$ cat src/rtl/tvl_pkg.sv
package tvl_pkg;

  // Dual-rail code {upper, lower}: 00 = 0, 11 = 1, 01 = unknown
  typedef logic [1:0] dr_t;

  localparam dr_t DR_ZERO = 2'b00;
  localparam dr_t DR_ONE  = 2'b11;
  localparam dr_t DR_UNK  = 2'b01;

  // Strobes from the control to the datapath
  typedef struct packed {
    logic initState;
    logic advance;
    logic observe;
  } strobes_t;

  function automatic dr_t drFromBit(input logic b);
    return {b, b};
  endfunction

  // Non-inverting cells: the gate is replicated on each rail
  function automatic dr_t drAnd(input dr_t a, input dr_t b);
    return a & b;
  endfunction

  function automatic dr_t drOr(input dr_t a, input dr_t b);
    return a | b;
  endfunction

  // Inverting cell: invert each rail and swap them
  function automatic dr_t drInv(input dr_t a);
    return {~a[0], ~a[1]};
  endfunction

  function automatic dr_t drNor(input dr_t a, input dr_t b);
    return drInv(drOr(a, b));
  endfunction

  function automatic logic drKnown(input dr_t a);
    return a[1] == a[0];
  endfunction

endpackage

$ cat src/rtl/tvl_control.sv
module tvl_control
  import tvl_pkg::*;
(
  input  logic     clk,
  input  logic     rst,
  input  logic     runStart,
  input  logic     stepEn,
  output strobes_t strobes
);

  logic runActive;

  always_ff @(posedge clk or posedge rst) begin
    if (rst) begin
      runActive <= 1'b0;
    end else if (runStart) begin
      runActive <= 1'b1;
    end
  end

  always_comb begin
    strobes.initState = runStart;
    strobes.advance   = stepEn & runActive & ~runStart;
    strobes.observe   = stepEn & runActive & ~runStart;
  end

endmodule

$ cat src/rtl/tvl_ring.sv
module tvl_ring
  import tvl_pkg::*;
#(
  parameter int W      = 4,
  parameter int SITE_W = 4
) (
  input  logic              clk,
  input  logic              rst,
  input  strobes_t          strobes,
  input  logic [W-1:0]      dataIn,
  input  logic [W-1:0]      holdIn,
  input  logic              faultOn,
  input  logic [SITE_W-1:0] faultSite,
  input  logic              faultStuck,
  output logic [2*W-1:0]    stateOut
);

  localparam int SITES = 3 * W;
  localparam logic [2*W-1:0] ALL_UNK = {W{DR_UNK}};

  logic [2*W-1:0] stQ;
  logic [2*W-1:0] stD;

  // Override one net with a known stuck value when it is the selected site
  function automatic dr_t forceSite(input dr_t v, input int idx, input logic en,
                                    input logic [SITE_W-1:0] site, input logic stuck);
    if (en && idx < SITES && int'(site) == idx) begin
      return drFromBit(stuck);
    end
    return v;
  endfunction

  always_comb begin
    stD = '0;
    for (int i = 0; i < W; i++) begin
      dr_t dV;
      dr_t pV;
      dr_t nV;
      dV = forceSite(drFromBit(dataIn[i]), i, faultOn, faultSite, faultStuck);
      pV = forceSite(drAnd(dV, stQ[2*((i+W-1)%W) +: 2]), W + i, faultOn, faultSite, faultStuck);
      nV = forceSite(drNor(pV, drFromBit(holdIn[i])), 2*W + i, faultOn, faultSite, faultStuck);
      stD[2*i +: 2] = nV;
    end
  end

  always_ff @(posedge clk or posedge rst) begin
    if (rst) begin
      stQ <= ALL_UNK;
    end else if (strobes.initState) begin
      stQ <= ALL_UNK;
    end else if (strobes.advance) begin
      stQ <= stD;
    end
  end

  assign stateOut = stQ;

endmodule

$ cat src/rtl/tvl_classify.sv
module tvl_classify
  import tvl_pkg::*;
#(
  parameter int W = 4
) (
  input  logic           clk,
  input  logic           rst,
  input  strobes_t       strobes,
  input  logic [2*W-1:0] goodVec,
  input  logic [2*W-1:0] faultyVec,
  output logic           hardDet,
  output logic           potDet
);

  logic [W-1:0] hardHit;
  logic [W-1:0] potHit;
  logic         hardQ;
  logic         potQ;

  for (genvar i = 0; i < W; i++) begin : g_cmp
    dr_t g;
    dr_t f;
    assign g = goodVec[2*i +: 2];
    assign f = faultyVec[2*i +: 2];
    assign hardHit[i] = drKnown(g) & drKnown(f) & (g[0] != f[0]);
    assign potHit[i]  = drKnown(g) & ~drKnown(f);
  end

  always_ff @(posedge clk or posedge rst) begin
    if (rst) begin
      hardQ <= 1'b0;
      potQ  <= 1'b0;
    end else if (strobes.initState) begin
      hardQ <= 1'b0;
      potQ  <= 1'b0;
    end else if (strobes.observe) begin
      hardQ <= hardQ | (|hardHit);
      potQ  <= potQ | (|potHit);
    end
  end

  assign hardDet = hardQ;
  assign potDet  = potQ & ~hardQ;

endmodule

$ cat src/rtl/tvl_datapath.sv
module tvl_datapath
  import tvl_pkg::*;
#(
  parameter int W      = 4,
  parameter int SITE_W = 4
) (
  input  logic              clk,
  input  logic              rst,
  input  strobes_t          strobes,
  input  logic [W-1:0]      dataIn,
  input  logic [W-1:0]      holdIn,
  input  logic              faultOn,
  input  logic [SITE_W-1:0] faultSite,
  input  logic              faultStuck,
  output logic [2*W-1:0]    goodOut,
  output logic [2*W-1:0]    faultyOut,
  output logic              hardDet,
  output logic              potDet
);

  tvl_ring #(.W(W), .SITE_W(SITE_W)) i_good (
    .clk(clk), .rst(rst), .strobes(strobes),
    .dataIn(dataIn), .holdIn(holdIn),
    .faultOn(1'b0), .faultSite(faultSite), .faultStuck(faultStuck),
    .stateOut(goodOut)
  );

  tvl_ring #(.W(W), .SITE_W(SITE_W)) i_faulty (
    .clk(clk), .rst(rst), .strobes(strobes),
    .dataIn(dataIn), .holdIn(holdIn),
    .faultOn(faultOn), .faultSite(faultSite), .faultStuck(faultStuck),
    .stateOut(faultyOut)
  );

  tvl_classify #(.W(W)) i_classify (
    .clk(clk), .rst(rst), .strobes(strobes),
    .goodVec(goodOut), .faultyVec(faultyOut),
    .hardDet(hardDet), .potDet(potDet)
  );

endmodule

$ cat src/rtl/tvl_fault_grader.sv
module tvl_fault_grader
  import tvl_pkg::*;
#(
  parameter int W = 4,
  localparam int SITE_W = $clog2(3 * W)
) (
  input  logic              clk,
  input  logic              rst,
  input  logic              runStart,
  input  logic              stepEn,
  input  logic [W-1:0]      dataIn,
  input  logic [W-1:0]      holdIn,
  input  logic              faultOn,
  input  logic [SITE_W-1:0] faultSite,
  input  logic              faultStuck,
  output logic [2*W-1:0]    goodOut,
  output logic [2*W-1:0]    faultyOut,
  output logic              hardDet,
  output logic              potDet
);

  strobes_t strobes;

  tvl_control i_control (
    .clk(clk), .rst(rst), .runStart(runStart), .stepEn(stepEn), .strobes(strobes)
  );

  tvl_datapath #(.W(W), .SITE_W(SITE_W)) i_datapath (
    .clk(clk), .rst(rst), .strobes(strobes),
    .dataIn(dataIn), .holdIn(holdIn),
    .faultOn(faultOn), .faultSite(faultSite), .faultStuck(faultStuck),
    .goodOut(goodOut), .faultyOut(faultyOut),
    .hardDet(hardDet), .potDet(potDet)
  );

endmodule

$ cat config.mk
export PLATFORM = sky130hd
export DESIGN_NAME = tvl_fault_grader
export DESIGN_NICKNAME = d
export VERILOG_FILES = /design/src/rtl/tvl_pkg.sv /design/src/rtl/tvl_control.sv /design/src/rtl/tvl_ring.sv /design/src/rtl/tvl_classify.sv /design/src/rtl/tvl_datapath.sv /design/src/rtl/tvl_fault_grader.sv
export SDC_FILE = /design/constraint.sdc
export NUM_CORES = 1
export LEC_CHECK = 0
export BUFFER_PORTS_ARGS = -buffer_cell sky130_fd_sc_hd__buf_2
export CAP_MARGIN = 10
export CORE_MARGIN = 2
export CORE_UTILIZATION = 27
export CTS_CLUSTER_DIAMETER = 80
export DETAILED_ROUTE_END_ITERATION = 8
export SYNTH_ARGS = -nofsm -noshare
export SYNTH_HDL_FRONTEND = slang
export SYNTH_SLANG_ARGS = --single-unit
export TNS_END_PERCENT = 20
$ cat constraint.sdc
create_clock -name clk -period 1.8 [get_ports clk]
set_input_delay 0.36 -clock clk [delete_from_list [all_inputs] [get_ports clk]]
set_output_delay 0.36 -clock clk [all_outputs]
set_load 0.03 [all_outputs]
==> reports/metrics.csv, run 1 <==
metric,value,unit
cts_hold_buf,0,
clkSinkCount,19,
num_rows,25,
io_pins,36,
drive_gt1_share,34.8,%
chipWidth,74.2,um
clockBufferDepth,2,
finalSetupViolCount,0,
cts_resized,0,
powerDensity,672,nW/um2
grt_pass1_vias,1219,
ir_drop,0.218,mV
ys_seq_area_share,36.5,%
wl,3.73,mm
sw_frac_of_total,33.0,%
num-nets-final,197,
grt_pass1_wl,6.26,mm
fin_crit_sh,80.5,%
dp_hpwl,2.82,mm
port_buffers,35,
synth_flop_cell,dfrtp_1,
cts-root-buf,clkbuf_8,
synth.area.top_cells,"dfrtp_1, dfstp_2, a21oi_1, nor4bb_1, a211oi_1",
hold_path.class,primary input to asynchronous set/reset pin,
p_int,0.000736,W
cap_violations,0,
ant_nets,0,
slew_violations,0,
finalHoldViolCount,0,
fmax,0.690,GHz
yosysMostFrequentCell,a21oi_1,
net-switching-power,0.000362,W
vias,1258,
drc,0,
synthesis.area,1330,um2
worstSetupPathType,primary input to flop,
required,1.99,ns
coreArea,4720,um2
synth_fp_nets,159,
syn_inst,141,
rsz0062_at_grt,false,
ys_types,42,
skew,0.00441,ns
finalNonFillerCells,245,
worstPathMaxFanout,4,
critPathArrivalTime,1.64,ns
place.gp.congestion,0.774,
start_util,28.2,%
numCtsBuffers,3,
antenna_found_initial,0,
wl_per_cell,15.2,um
area_delta_synth_final,23.0,%
startpoint_type,primary input,
seq_power_share,46.1,%
worst_pin_slew,0.580,ns
maxSlewHeadroom,61.1,%
ctsHtreeMaxLevel,1,
routed_via_density,5.13,
synth.top_cell.area_share,20.7,%
ys_ff_latch,19,
synth_edf_count,0,
outcome,"complete, no violations",
fp.dieH,74.2,um
dp_cells,241,
avgSynthCellArea,9.43,um2
rrSetupSlack,0.38,ns
grt-ovfl-total,0,
yosys.area.top_type,dfrtp_1,
p_leak,0.717,nW
comb_power_share,26.2,%
clk_latency,0.26,ns
grt_max_degree,22,
antennaDiodeCount,0,
cts_tree,done,
dieArea,5500,um2
drt_pass1_iterations,4,
clockPowerShare,27.7,%
synth-async-reset-ratio,100,%
period_needed,1.45,ns
tns,0,ns
synth_warnings,0,
grt_util_all_layers,14.9,%
drt_iter0_markers,98,
cts.clk_slew.worst_paths,0.07,ns
cts_setup_buffers,0,
synth.cells.most_frequent,"a21oi_1, dfrtp_1, nor2_1",
end_kind,flop,
-- cells by family (layout without fill, tap and decap cells) --
logic type             after synthesis  count (layout)  share of synthesized area [%]
AO/OA/AOI/OAI                       54              54                           27.9
AND/OR/NAND/NOR                     44              44                           21.4
flip-flops                          19              19                           36.5
buffers and inverters               12              49                           4.99
XOR/XNOR                             8               8                           5.27
multiplexers                         4               4                           3.95
-- power by group through the flow --
stage / logic (W) / registers (W) / clock network [W]
finish: 0.000287 / 0.000507 / 0.000304
global route: 0.000316 / 0.000513 / 0.000332
CTS: 0.000290 / 0.000507 / 0.000315
detailed placement: 0.000288 / 0.000514 / 0
global placement: 0.000287 / 0.000515 / 0
floorplan: 0.000152 / 0.000550 / 0
-- final timing paths --
check                                                start                              end  cells past startpoint
min                                                    rst    i_datapath.i_good.stateOut[3]                      3
max reg2reg                i_datapath.i_faulty.stateOut[2]    i_datapath.i_classify.hardDet                      4
min reg2reg                            i_control.runActive              i_control.runActive                      1
max                                           faultSite[0]  i_datapath.i_faulty.stateOut[4]                      5
max in group asynchronous                              rst    i_datapath.i_good.stateOut[6]                      3
min in group clk                                 holdIn[1]  i_datapath.i_faulty.stateOut[2]                      3
-- cells in the final DEF, fill, tap and decap left out, types with 3 or more instances in the layout --
cell type  instances
buf_2             35
a21oi_1           18
nor2_1            11
dfrtp_1           11
a211oi_1           8
dfstp_2            8
buf_4              8
nor4bb_1           7
nand2_1            6
a31oi_1            4
xnor2_1            4
xor2_1             4
a211o_1            4
and2_1             3
a21o_1             3
nor2b_1            3
a221o_1            3
nor3_1             3
and3_1             3
clkbuf_8           3
-- layout make-up --
type	count	area, um2
inverters	2	7.51
well taps	67	83.8
flip-flops and latches	19	485
fillers	507	3090
multi-input cells	110	778
clock buffers	4	45.0
repair buffers	43	235
-- layer usage --
metal | wire length (um) | GRT usage, % | share of wire (%)
met5 | 0 | 0 | 0
met3 | 214 | 3.12 | 5.7
met4 | 73 | 5.45 | 2.0
met1 | 1750 | 20.4 | 47
met2 | 1690 | 23.1 | 45
-- per-stage QoR --
stage / util, % / hold WS [ns] / power [W] / setup slack (ns) / cell area [um2]
floorplan: - / 0.305 / 0.000702 / 0.150 / 1330
global placement: 33.7 / 0.398 / 0.000802 / 0.0934 / 1590
detailed placement: 33.7 / 0.395 / 0.000803 / 0.0878 / 1590
CTS: 34.6 / 0.117 / 0.00111 / 0.337 / 1640
global route: 34.6 / 0.160 / 0.00116 / 0.187 / 1640
finish: 34.6 / 0.113 / 0.00110 / 0.351 / 1640
-- state kept, by name, summed over array words and instances, names as in the netlist --
register,count
i_control.runActive,1
i_datapath.i_faulty.stateOut,8
i_datapath.i_classify.hardDet,1
i_datapath.i_good.stateOut,8
i_datapath.i_classify.potQ,1
-- worst max-delay path: stages --
cell      delay (ns)
buf_2           0.13
nor4bb_1        0.37
mux2_4          0.34
a221o_1         0.29
a21oi_1         0.15
Note: power is estimated with default switching activity, not from simulation.
==> run 2: changes to the inputs <==
ABC_AREA = 1   (was default)
clock period = 1.3 ns   (was 1.8 ns; I/O delays follow)
==> run 2 against run 1 <==
Worst hold slack got worse by 0.11 ns. Critical path type is now flop to output port. Clock skew fell by 0.0031 ns. Synthesized cell count is 68% higher. Wire length rose by 11%. Area after synthesis increased by 8.0%. Total power grew 46%. First-iteration DRC count is 45% lower. Utilization grew 1.4 points. Critical path depth shrank 3. Non-clock buffer count rose by 2. Via count rose by 23%.
==> reports/metrics.csv, run 2 <==
metric,value,unit,change
dp_slack,0.0490,ns,-0.0388 ns
synth_edf_count,0,,unchanged
num-nets-final,302,,+53%
startpoint_type,flop,,
use_met3,2.82,%,-0.29 points
wl_per_cell,11.8,um,-23%
clkSinkCount,19,,unchanged
syn_inst,237,,+68%
num_rows,26,,+4.0%
cts.clk_slew.worst_paths,0.08,ns,about the same
ant_nets,0,,unchanged
skew,0.00130,ns,-0.00311 ns
synth.area.top_cells,"nand2_1, dfrtp_1, dfstp_2, inv_1, nor2_1",,
synth_warnings,0,,unchanged
routed_via_density,4.39,,-14%
ctsHtreeMaxLevel,1,,unchanged
synth.cells.most_frequent,"nand2_1, inv_1, nor2_1",,
grt.busiest_layer,met2,,
worst_pin_slew,0.309,ns,-0.271 ns
slew_violations,0,,unchanged
grt_util_all_layers,14.3,%,-0.56 points
grt-ovfl-total,0,,unchanged
clk_latency,0.26,ns,about the same
final_common_cell,nand2_1,,
drt_iter0_markers,54,,-45%
cts-root-buf,clkbuf_8,,
critPathTopFamily,flip-flops,,
cpPeakStageDelay,0.55,ns,+0.18 ns
cp_common_cell,buf_6,,
antennaDiodeCount,0,,unchanged
coreArea,5110,um2,+8.1%
crit_slowest_cell,dfstp_2,,
fin_util,36.0,%,+1.4 points
place.gp.congestion,0.822,,+6.3%
yosysMostFrequentCell,nand2_1,,
ys_ff_latch,19,,unchanged
rsz0062_at_grt,true,,
end_kind,output port,,
clockBufferDepth,2,,unchanged
grt_pass1_wl,6.80,mm,+8.7%
synth_fp_nets,255,,+60%
outcome,"complete, no violations",,
nFillCells,584,,+15%
synth.top_cell.area_share,24.6,%,+3.9 points
final_cell_mix,"nand2_1, inv_1, buf_2, nor2_1, a21oi_1",,
dp_cells,347,,+44%
synthesis.area,1440,um2,+8.0%
finalSetupViolCount,0,,unchanged
fp.dieH,76.9,um,+3.7%
cts_tree,done,,
path_buf_inv,2,,+1
chipWidth,76.9,um,+3.7%
path_cells,buf_6 > buf_6,,
grt_max_degree,20,,-9.1%
io_pins,36,,unchanged
period_needed,1.28,ns,
wl,4.15,mm,+11%
finalHoldViolCount,0,,unchanged
drc,0,,unchanged
dp_hpwl,3.41,mm,+21%
fmax,0.781,GHz,
cap_violations,0,,unchanged
grtUsageMet2,24.4,%,+1.3 points
dpl_cell_area,1740,um2,+9.5%
grt_pass1_vias,1467,,+20%
hold_path.class,primary input to asynchronous set/reset pin,,
synth-async-reset-ratio,100,%,unchanged
tns,0,ns,unchanged
ys_types,20,,-52%
ir_drop,0.589,mV,+170%
antenna_found_initial,0,,unchanged
p_leak,1.03,nW,+43%
ys_seq_area_share,33.8,%,-2.7 points
fin_crit_sh,98.4,%,
drt_pass1_iterations,4,,unchanged
powerDensity,872,nW/um2,+30%
maxSlewHeadroom,79.3,%,+18 points
area_delta_synth_final,28.0,%,
yosys.area.top_type,nand2_1,,
worstSetupPathType,flop to output port,,
numCtsBuffers,3,,unchanged
critPathArrivalTime,1.02,ns,-0.62 ns
dieArea,5920,um2,+7.6%
final_area,1840,um2,+12%
port_buffers,35,,unchanged
synth_flop_cell,dfrtp_1,,
avgSynthCellArea,6.06,um2,-36%
vias,1551,,+23%
finalNonFillerCells,353,,+44%
drive_gt1_share,28.3,%,-6.6 points
layout_setup_ws,0.0202,ns,-0.331 ns
start_util,28.1,%,-0.035 points
grt_use_met1,19.1,%,-1.4 points
required,1.04,ns,-0.95 ns
worstPathMaxFanout,2,,-2
run 2: power by group:
group | switching, W | internal [W] | total (W)
logic | 0.000316 | 0.000174 | 0.000490
registers | 0.0000407 | 0.000643 | 0.000684
clock network | 0.000216 | 0.000214 | 0.000430
run 2: cells by family after synthesis:
| logic type | synth area share, % |
|---|---|
| AO/OA/AOI/OAI | 10.8 |
| flip-flops | 33.8 |
| AND/OR/NAND/NOR | 43.7 |
| buffers and inverters | 11.7 |
run 2: final cells by class:
type | instances | area, um2 | share of cell area (%)
clock buffer | 3 | 41.3 | 2.24
clock inverter | 1 | 5.00 | 0.272
inverter | 40 | 150 | 8.16
multi-input combinational | 175 | 786 | 42.7
sequential | 19 | 485 | 26.4
tap | 70 | 87.6 | 4.76
timing repair buffer | 45 | 284 | 15.4
run 2: repair_timing:
| action | 4_1_cts | 5_1_grt |
|---|---|---|
| pin swaps | 0 | 5 |
| setup endpoints to repair | 2 | 11 |
| gates resized for setup | 3 | 17 |
| hold buffers | 0 | 0 |
| buffers inserted | 1 | 1 |
run 2: final timing paths:
kind                                               start                         endpoint  slack, ns  depth (start not counted)
max                        i_datapath.i_good.stateOut[6]                       goodOut[6]       0.02                          2
min                                                  rst    i_datapath.i_good.stateOut[3]      0.003                          3
max reg2reg                i_datapath.i_good.stateOut[6]    i_datapath.i_classify.hardDet       0.07                          8
min reg2reg                          i_control.runActive              i_control.runActive       0.49                          1
max in group asynchronous                            rst  i_datapath.i_faulty.stateOut[6]       1.02                          3
min in group clk                               holdIn[2]    i_datapath.i_good.stateOut[5]       0.24                          2
run 2: per-layer routing:
layer,vias to the layer above,wire length (um)
li1,825,-
met1,697,2070
met2,24,1950
met3,5,110
met4,0,21
met5,-,0
run 2: stage by stage:
step | hold slack [ns] | total power [W]
global route | 0.0201 | 0.00171
detailed placement | 0.296 | 0.00116
CTS | 0.0107 | 0.00160
global placement | 0.294 | 0.00116
finish | 0.00343 | 0.00160
floorplan | 0.205 | 0.000995
run 2: tightest hold or removal path, stage by stage:
cell	delay (ns)
buf_2	0.09
inv_1	0.04
buf_4	0.26
